`src/rtl/exc_entry_pkg.sv`:
```
package exc_entry_pkg;

    localparam int CODE_W = 4;

    typedef enum logic [1:0] {
        CLS_NONE   = 2'd0,
        CLS_NORMAL = 2'd1,
        CLS_DEBUG  = 2'd2
    } exc_class_e;

    localparam logic [CODE_W-1:0] CODE_IBUS_ERR = 4'd1;
    localparam logic [CODE_W-1:0] CODE_DBUS_ERR = 4'd2;
    localparam logic [CODE_W-1:0] CODE_DIV_ZERO = 4'd3;
    localparam logic [CODE_W-1:0] CODE_EXT_IRQ  = 4'd4;
    localparam logic [CODE_W-1:0] CODE_SYSCALL  = 4'd5;
    localparam logic [CODE_W-1:0] CODE_BREAK    = 4'd6;
    localparam logic [CODE_W-1:0] CODE_WATCH    = 4'd7;

    localparam logic [1:0] SEL_EXC_BASE = 2'd0;
    localparam logic [1:0] SEL_DBG_BASE = 2'd1;
    localparam logic [1:0] SEL_CTRL     = 2'd2;
    localparam logic [1:0] SEL_IE       = 2'd3;

endpackage

```
`src/rtl/exc_classify.sv`:
```
module exc_classify
    import exc_entry_pkg::*;
(
    input  logic [CODE_W-1:0] code,
    output exc_class_e        cls
);
    always_comb begin
        unique case (code)
            CODE_IBUS_ERR,
            CODE_DBUS_ERR,
            CODE_DIV_ZERO,
            CODE_EXT_IRQ,
            CODE_SYSCALL:  cls = CLS_NORMAL;
            CODE_BREAK,
            CODE_WATCH:    cls = CLS_DEBUG;
            default:       cls = CLS_NONE;
        endcase
    end
endmodule

```
`src/rtl/exc_target_gen.sv`:
```
module exc_target_gen
    import exc_entry_pkg::*;
#(
    parameter int XLEN      = 32,
    parameter int VEC_SHIFT = 5
) (
    input  exc_class_e        cls,
    input  logic              remap,
    input  logic [XLEN-1:0]   exc_base,
    input  logic [XLEN-1:0]   dbg_base,
    input  logic [CODE_W-1:0] code,
    output logic [XLEN-1:0]   target
);
    localparam int PAD_W = XLEN - CODE_W - VEC_SHIFT;

    logic [XLEN-1:0] sel_base;
    logic [XLEN-1:0] offset;

    always_comb begin
        sel_base = (cls == CLS_DEBUG || remap) ? dbg_base : exc_base;
        offset   = {{PAD_W{1'b0}}, code, {VEC_SHIFT{1'b0}}};
        target   = sel_base + offset;
    end
endmodule

```
`src/rtl/exc_entry.sv`:
```
module exc_entry
    import exc_entry_pkg::*;
#(
    parameter int XLEN       = 32,
    parameter int RF_AW      = 5,
    parameter int EA_IDX     = 30,
    parameter int BA_IDX     = 31,
    parameter int ALIGN_BITS = 8,
    parameter int VEC_SHIFT  = 5
) (
    input  logic              clk,
    input  logic              rst_n,
    input  logic              req_valid,
    input  logic [3:0]        req_code,
    input  logic [XLEN-1:0]   req_pc,
    input  logic              cfg_we,
    input  logic [1:0]        cfg_sel,
    input  logic [XLEN-1:0]   cfg_wdata,
    output logic              pc_load,
    output logic [XLEN-1:0]   pc_target,
    output logic              rf_we,
    output logic [RF_AW-1:0]  rf_waddr,
    output logic [XLEN-1:0]   rf_wdata,
    output logic [2:0]        ie_q,
    output logic              err_q
);
    localparam int IE_GLB = 0;
    localparam int IE_EXC = 1;
    localparam int IE_BRK = 2;
    localparam logic [RF_AW-1:0] EA_ADDR = RF_AW'(EA_IDX);
    localparam logic [RF_AW-1:0] BA_ADDR = RF_AW'(BA_IDX);

    typedef struct packed {
        logic [XLEN-1:0] exc_base;
        logic [XLEN-1:0] dbg_base;
        logic            remap;
        logic [2:0]      ie;
        logic            err;
    } state_t;

    state_t     st_q, st_d;
    exc_class_e cls;
    logic [XLEN-1:0] target;

    exc_classify u_cls (
        .code (req_code),
        .cls  (cls)
    );

    exc_target_gen #(
        .XLEN      (XLEN),
        .VEC_SHIFT (VEC_SHIFT)
    ) u_tgt (
        .cls      (cls),
        .remap    (st_q.remap),
        .exc_base (st_q.exc_base),
        .dbg_base (st_q.dbg_base),
        .code     (req_code),
        .target   (target)
    );

    always_comb begin
        st_d = st_q;
        if (cfg_we) begin
            unique case (cfg_sel)
                SEL_EXC_BASE: st_d.exc_base = {cfg_wdata[XLEN-1:ALIGN_BITS], {ALIGN_BITS{1'b0}}};
                SEL_DBG_BASE: st_d.dbg_base = {cfg_wdata[XLEN-1:ALIGN_BITS], {ALIGN_BITS{1'b0}}};
                SEL_CTRL:     st_d.remap    = cfg_wdata[0];
                default:      st_d.ie       = cfg_wdata[2:0];
            endcase
        end
        if (req_valid) begin
            unique case (cls)
                CLS_NORMAL: begin
                    st_d.ie         = st_q.ie;
                    st_d.ie[IE_EXC] = st_q.ie[IE_GLB];
                    st_d.ie[IE_GLB] = 1'b0;
                end
                CLS_DEBUG: begin
                    st_d.ie         = st_q.ie;
                    st_d.ie[IE_BRK] = st_q.ie[IE_GLB];
                    st_d.ie[IE_GLB] = 1'b0;
                end
                default: begin
                    st_d.err = 1'b1;
                end
            endcase
        end
    end

    always_ff @(posedge clk or negedge rst_n) begin
        if (!rst_n) begin
            st_q <= '0;
        end else begin
            st_q <= st_d;
        end
    end

    always_comb begin
        pc_load   = req_valid && (cls != CLS_NONE);
        rf_we     = pc_load;
        pc_target = target;
        rf_wdata  = req_pc;
        rf_waddr  = '0;
        if (pc_load) begin
            rf_waddr = (cls == CLS_DEBUG) ? BA_ADDR : EA_ADDR;
        end
        ie_q  = st_q.ie;
        err_q = st_q.err;
    end


    normal_ie_chk: assert property (@(posedge clk) disable iff (!rst_n)
        (rf_we && rf_waddr == EA_ADDR) |=>
            (ie_q[IE_EXC] == $past(ie_q[IE_GLB])) && !ie_q[IE_GLB]
            && (ie_q[IE_BRK] == $past(ie_q[IE_BRK])));


    debug_ie_chk: assert property (@(posedge clk) disable iff (!rst_n)
        (rf_we && rf_waddr == BA_ADDR) |=>
            (ie_q[IE_BRK] == $past(ie_q[IE_GLB])) && !ie_q[IE_GLB]
            && (ie_q[IE_EXC] == $past(ie_q[IE_EXC])));


    err_sticky_chk: assert property (@(posedge clk) disable iff (!rst_n)
        err_q |=> err_q);


    bad_code_quiet_chk: assert property (@(posedge clk) disable iff (!rst_n)
        (req_valid && !pc_load && !cfg_we) |=> $stable(ie_q) && err_q);


    load_needs_req_chk: assert property (@(posedge clk) disable iff (!rst_n)
        pc_load |-> req_valid && rf_we);


    target_align_chk: assert property (@(posedge clk) disable iff (!rst_n)
        pc_load |-> pc_target[VEC_SHIFT-1:0] == '0);

endmodule

```
`config.mk`:
```
export PLATFORM = sky130hd
export DESIGN_NAME = exc_entry
export DESIGN_NICKNAME = d
export VERILOG_FILES = /design/src/rtl/exc_entry_pkg.sv /design/src/rtl/exc_classify.sv /design/src/rtl/exc_target_gen.sv /design/src/rtl/exc_entry.sv
export SDC_FILE = /design/constraint.sdc
export NUM_CORES = 1
export LEC_CHECK = 0
export BUFFER_PORTS_ARGS = -buffer_cell sky130_fd_sc_hd__buf_2
export CORE_AREA = 8 8 93 95
export CTS_BUF_LIST = sky130_fd_sc_hd__clkbuf_8
export DETAILED_ROUTE_END_ITERATION = 8
export DIE_AREA = 0 0 101 103
export PLACE_DENSITY_LB_ADDON = 0.15
export SYNTH_ARGS = -nofsm -noshare
export SYNTH_HDL_FRONTEND = slang
export SYNTH_SLANG_ARGS = --single-unit
```
`constraint.sdc`:
```
create_clock -name clk -period 9.2 [get_ports clk]
set_clock_uncertainty 0.2 [all_clocks]
set_input_delay 1.38 -clock clk [delete_from_list [all_inputs] [get_ports clk]]
set_output_delay 1.38 -clock clk [all_outputs]
set_load 0.03 [all_outputs]
```
# After elaboration in Yosys (flattened, before gate mapping)
# Index checks and enable logic that the tools add are counted.
[classes] n_addsub=1 reduce_logical=12 eq_ne=13 mux=9 bitwise=1
[ops] cell="32-bit by 9-bit adder with 32-bit output" count=1
[ops] cell="32-bit 2-to-1 mux" count=1
[ops] cell="4-bit by 3-bit equality test with 1-bit output, second input constant" count=4
[ops] cell="4-bit by 2-bit equality test with 1-bit output, second input constant" count=2
[ops] cell="2-bit AND reduction" count=4
[ops] cell="3-bit 2-to-1 mux" count=2
[ops] cell="3-bit case mux with 2 select lines" count=1
[ops] cell="5-bit 2-to-1 mux" count=1
[ops] cell="5-bit OR reduction" count=1
[ops] cell="2-bit by 1-bit equality test with 1-bit output, second input constant" count=2
[ops] cell="2-bit equality test, second input constant" count=2
[ops] cell="4-bit by 1-bit equality test with 1-bit output, second input constant" count=1
[ops] cell="4-bit 2-to-1 mux" count=1
[ops] cell="2-bit inequality test, second input constant" count=2
[ops] cell="2-bit case mux with 2 select lines" count=1
[ops] cell="2-bit OR reduction" count=2
[ops] cell="3-bit OR reduction" count=1
[ops] cell="2-bit zero test" count=1
[ops] cell="1-bit 2-to-1 mux" count=2
[ops] cell="2-bit nonzero test" count=1
[ops] cell="1-bit logical AND" count=1
[ops] cell="1-bit logical OR" count=1
[ops] cell="1-bit inverter" count=1
[totals] wordCells=43 inputBits=74 reg_bits=53 output_inout_bits=75

# Logic depth before layout (Yosys ltp)
[logic_depth] ltp_word=7 ltp_mapped=19 mapped_depth_nobuf=15

# By module
# From an unflattened synthesis, not the netlist that was laid out.
[hier_totals] hier_cells=363 area_unflattened_um2=3821.2
[by_module_without_submodules] module="exc_entry" seq_area_each_um2=1326.3 area_each_um2=2444.8 n_inst=1 cells_per_inst=175
[by_module_without_submodules] module="exc_target_gen" seq_area_each_um2=0.0 area_each_um2=1353.8 n_inst=1 cells_per_inst=185
[by_module_without_submodules] module="exc_classify" seq_area_each_um2=0.0 area_each_um2=22.5 n_inst=1 cells_per_inst=3

# Worst setup path before layout
# OpenSTA, ideal clock, no wires.
[synth_timing] path_kind="input port to output port" start="input port req_code[1]" end="output port pc_target[30]" n_path_buf=4 slack_ns=2.943 required_ns=7.620 arrival_time_ns=4.677 cell_stages=19 path_cell_list="nor3_1 -> a211oi_1 -> inv_1 -> ha_1 -> buf_6 -> or2_2 -> clkbuf_1 -> buf_2 -> buf_2 -> nand2_1 -> nand2_1 -> ha_1 -> ha_1 -> nand3_1 -> nor3_1 -> a31o_2 -> and3_1 -> nand3_1 -> xor2_1"
[synth_via] elab_chain_cells=7 elab_cells_between_ends=14
[synth_lines] item="start, declared" line_no="exc_entry.sv:14" source="input logic [3:0] req_code,"
[synth_lines] item="4-bit by 1-bit equality test with 1-bit output, or another cell as far along" line_no="exc_classify.sv:8" source="unique case (code)"
[synth_lines] item="5-bit OR reduction or 2-bit OR reduction (tied branches)" line_no="exc_classify.sv:8"
[synth_lines] item="2-bit case mux with 2 select lines" line_no="exc_classify.sv:8"
[synth_lines] item="2-bit equality test" line_no="exc_target_gen.sv:20" source="sel_base = (cls == CLS_DEBUG || remap) ? dbg_base : exc_base;"
[synth_lines] item="1-bit logical OR" line_no="exc_target_gen.sv:20"
[synth_lines] item="32-bit 2-to-1 mux" line_no="exc_target_gen.sv:20"
[synth_lines] item="32-bit by 9-bit adder with 32-bit output (*)" line_no="exc_target_gen.sv:22" source="target = sel_base + offset;"
[synth_lines] item="end, declared" line_no="exc_entry.sv:20" source="output logic [XLEN-1:0] pc_target,"
# Every way passes the cells marked *; elsewhere a longest branch is shown, timed or not.

# Worst setup path in the final report
# Same ends and word-level chain as after synthesis.

==> metrics.md <==
| Metric | Value |
|---|---|
| Status | `finished clean` |
| Worst vdd ir | `0.0000890 V` |
| Detail Route met3 WL | `682 um` |
| Final Critical Period | `6630 ps` |
| YS warnings | `0` |
| EDFF count, synth | `0` |
| Commonest cells in the netlist | `dfrtp_1, buf_4, mux2_2, nand2_1, mux2i_1` |
| NetSw | `0.287 mW` |
| First-pass GRT wire length | `11.8 mm` |
| P per Cell Area | `201 nW/um2` |
| Max Cap Viol | `0` |
| Count leader, synth | `dfrtp_1` |
| Met1 wire length | `3.25 mm` |
| Largest net degree at the start of global routing | `54` |
| Initial DRT Pass Iterations | `4` |
| Starting DRC count in detailed routing | `85` |
| Normalized max-slew margin | `0.551` |
| Int Pwr | `0.451 mW` |
| Period Utilization, post-route | `0.721` |
| IO Pins | `149` |
| Data required, critical path | `7620 ps` |
| Die X | `101 um` |
| Pre-CTS setup slack | `2550 ps` |
| Dpl cells | `451` |
| DR top layer | `met4` |
| Routed Antenna Nets | `0` |
| Worst hold path type | `reg -> reg` |
| Leak | `1.65 nW` |
| Tot GR Track Use | `0.144` |
| Placed Area | `3580 um2` |
| Fin area | `3670 um2` |
| Synth top area share | `0.384` |
| Post-synth ARST share | `1.00` |
| WL final | `7.38 mm` |
| CTS root buf | `clkbuf_8` |
| Final Max Tran Viols | `0` |
| Nature of the critical path endpoint | `output pin` |
| Reg power frac | `0.431` |
| Leading area contributor after synthesis | `dfrtp_1` |
| CTS Buffer Depth | `2` |
| Clock share of power | `0.174` |
| Setup violators final | `0` |
| Die H | `103 um` |
| Post-Synthesis Cell Area | `3450 um2` |
| Clock slew at reported path FFs | `80 ps` |
| Cts bufs inserted | `5` |
| CP max FO | `23` |
| Via density | `5.24` |
| Area contributors post-synth | `dfrtp_1, mux2_2, buf_4` |
| Setup WS post-layout | `2570 ps` |
| Yosys reg bits | `53` |
| Vias in the first global route | `2391` |
| Number of fill cells | `713` |
| Sw Share | `0.389` |
| CP arrival | `5050 ps` |
| Hpwl dp | `5.44 mm` |
| Routability congestion estimate | `0.785` |
| Initial antenna violation count | `0` |
| Post-synth cell types | `44` |
| Startpoint Class | `input port` |
| H-tree depth | `2` |
| Avg Inst Size Synth | `10.5 um2` |
| Syn-to-layout area delta | `6.27%` |
| Core footprint | `7140 um2` |
| Post-route setup TNS | `0 ps` |
| Fmax | `151 MHz` |
| Vias | `2402` |
| Std-Cell Rows | `31` |
| Cts repair resizes | `0` |
| Logic pwr share | `0.395` |
| Postcts setup bufs | `0` |
| Cells after Synth | `329` |
| Nets | `438` |
| Number of antenna diodes | `0` |
| Total congestion overflow | `0` |
| # DRC | `0` |
| Sequential area share after synthesis | `0.384` |
| Unrepaired setup endpoints after global routing | `no` |
| Clock sinks | `53` |
| Worst-margin pin slew | `673 ps` |
| Hold_buf cts | `0` |
| Starting density of the core | `0.484` |
| Port bufs | `74` |
| Share of cells above drive strength 1 | `0.387` |
| Non-Filler Instances | `458` |
| Final Hold Fails | `0` |
| Routed WL per cell | `16.1 um` |
| Most used DFF post-synth | `dfrtp_1` |
| Clock latency on the worst-skew pair | `290 ps` |
| Routed length on met2 | `3.38 mm` |
| Crit Path Class | `in -> out` |
| CTS tree | `yes` |
| Area of the die | `10400 um2` |
-- cell families after synthesis --
group / count (synthesis) / synth area share
AO/OA/AOI/OAI: 29 / 0.0616
XOR/XNOR: 26 / 0.0659
adder cells (fa/ha/maj): 5 / 0.0181
buffers and inverters: 63 / 0.124
flip-flops: 53 / 0.384
multiplexers: 68 / 0.214
other: 1 / 0.00109
AND/OR/NAND/NOR: 84 / 0.131
-- cell type report --
cell class | count | area [um2] | share of cell area
Clock buffer | 6 | 82.6 | 0.0225
Clock inverter | 1 | 3.75 | 0.00102
Inverter | 4 | 15.0 | 0.00409
Timing Repair Buffer | 78 | 400 | 0.109
Tap cell | 99 | 124 | 0.0337
Sequential cell | 53 | 1330 | 0.361
Multi-Input combinational cell | 217 | 1720 | 0.468
-- layout by cell type, fill, tap and decap left out, drive strengths merged, types with 2 or more instances in the layout --
master	Yosys	final
a21o	2	2
a21oi	5	5
a22oi	2	2
a31oi	2	2
and2	3	3
and3	6	6
buf	53	78
clkbuf	6	6
conb	1	5
dfrtp	53	53
ha	5	5
inv	4	5
mux2	48	48
mux2i	20	20
nand2	24	24
nand2b	2	2
nand3	15	15
nand3b	2	2
nand4	2	2
nand4bb	4	4
nor2	13	13
nor2b	2	2
nor3	3	3
nor3b	3	3
o211ai	5	5
o21ai	4	4
o22ai	2	2
xnor2	12	12
xor2	14	14
-- critical path, cell delays in order --
cell and delay (ps):
buf_2 120, nor3_1 170, a211oi_1 90, inv_1 90, ha_1 580, or2_2 660
nand2_1 110, nand2_1 90, ha_1 190, ha_1 260, nand2_1 80, nor2_1 150
a31o_2 280, and3_1 280, nand3_1 140, xor2_1 150, buf_2 220
-- layer usage --
metal  global-route usage  vias to the layer above
li1                     -                     1157
met1                0.181                     1161
met2                0.230                       74
met3               0.0425                       10
met4               0.0481                        0
met5                    0                        -
-- worst paths after layout --
path	startpoint	endpoint	slack (ps)	cells after the start
max	req_code[1]	pc_target[30]	2570	17
min	err_q$_DFFE_PN0P_	err_q$_DFFE_PN0P_	260	1
max reg2reg	st_q[4]$_DFFE_PN0P_	st_q[4]$_DFFE_PN0P_	7950	1
min reg2reg	err_q$_DFFE_PN0P_	err_q$_DFFE_PN0P_	260	1
max in group asynchronous	rst_n	err_q$_DFFE_PN0P_	7360	2
min in group asynchronous	rst_n	st_q[23]$_DFFE_PN0P_	990	2
-- sequential cells by signal (all words and copies together) (netlist names) --
register and cells:
st_q 49, ie_q 3, err_q 1
-- power by group through the flow --
stage | logic, mW | clock network [mW] | registers, mW
2_1_floorplan | 0.258 | 0 | 0.308
3_3_place_gp | 0.291 | 0 | 0.321
3_5_place_dp | 0.294 | 0 | 0.322
4_1_cts | 0.296 | 0.136 | 0.317
5_1_grt | 0.316 | 0.143 | 0.325
6_report | 0.291 | 0.129 | 0.318
-- stage by stage --
step                power [mW]  utilization  hold WS [ps]
floorplan                0.566            -           271
global placement         0.612        0.502           236
detailed placement       0.616        0.502           243
CTS                      0.749        0.514           263
global route             0.785        0.514           291
finish                   0.738        0.514           256
Note: power is estimated with default switching activity, not from simulation.
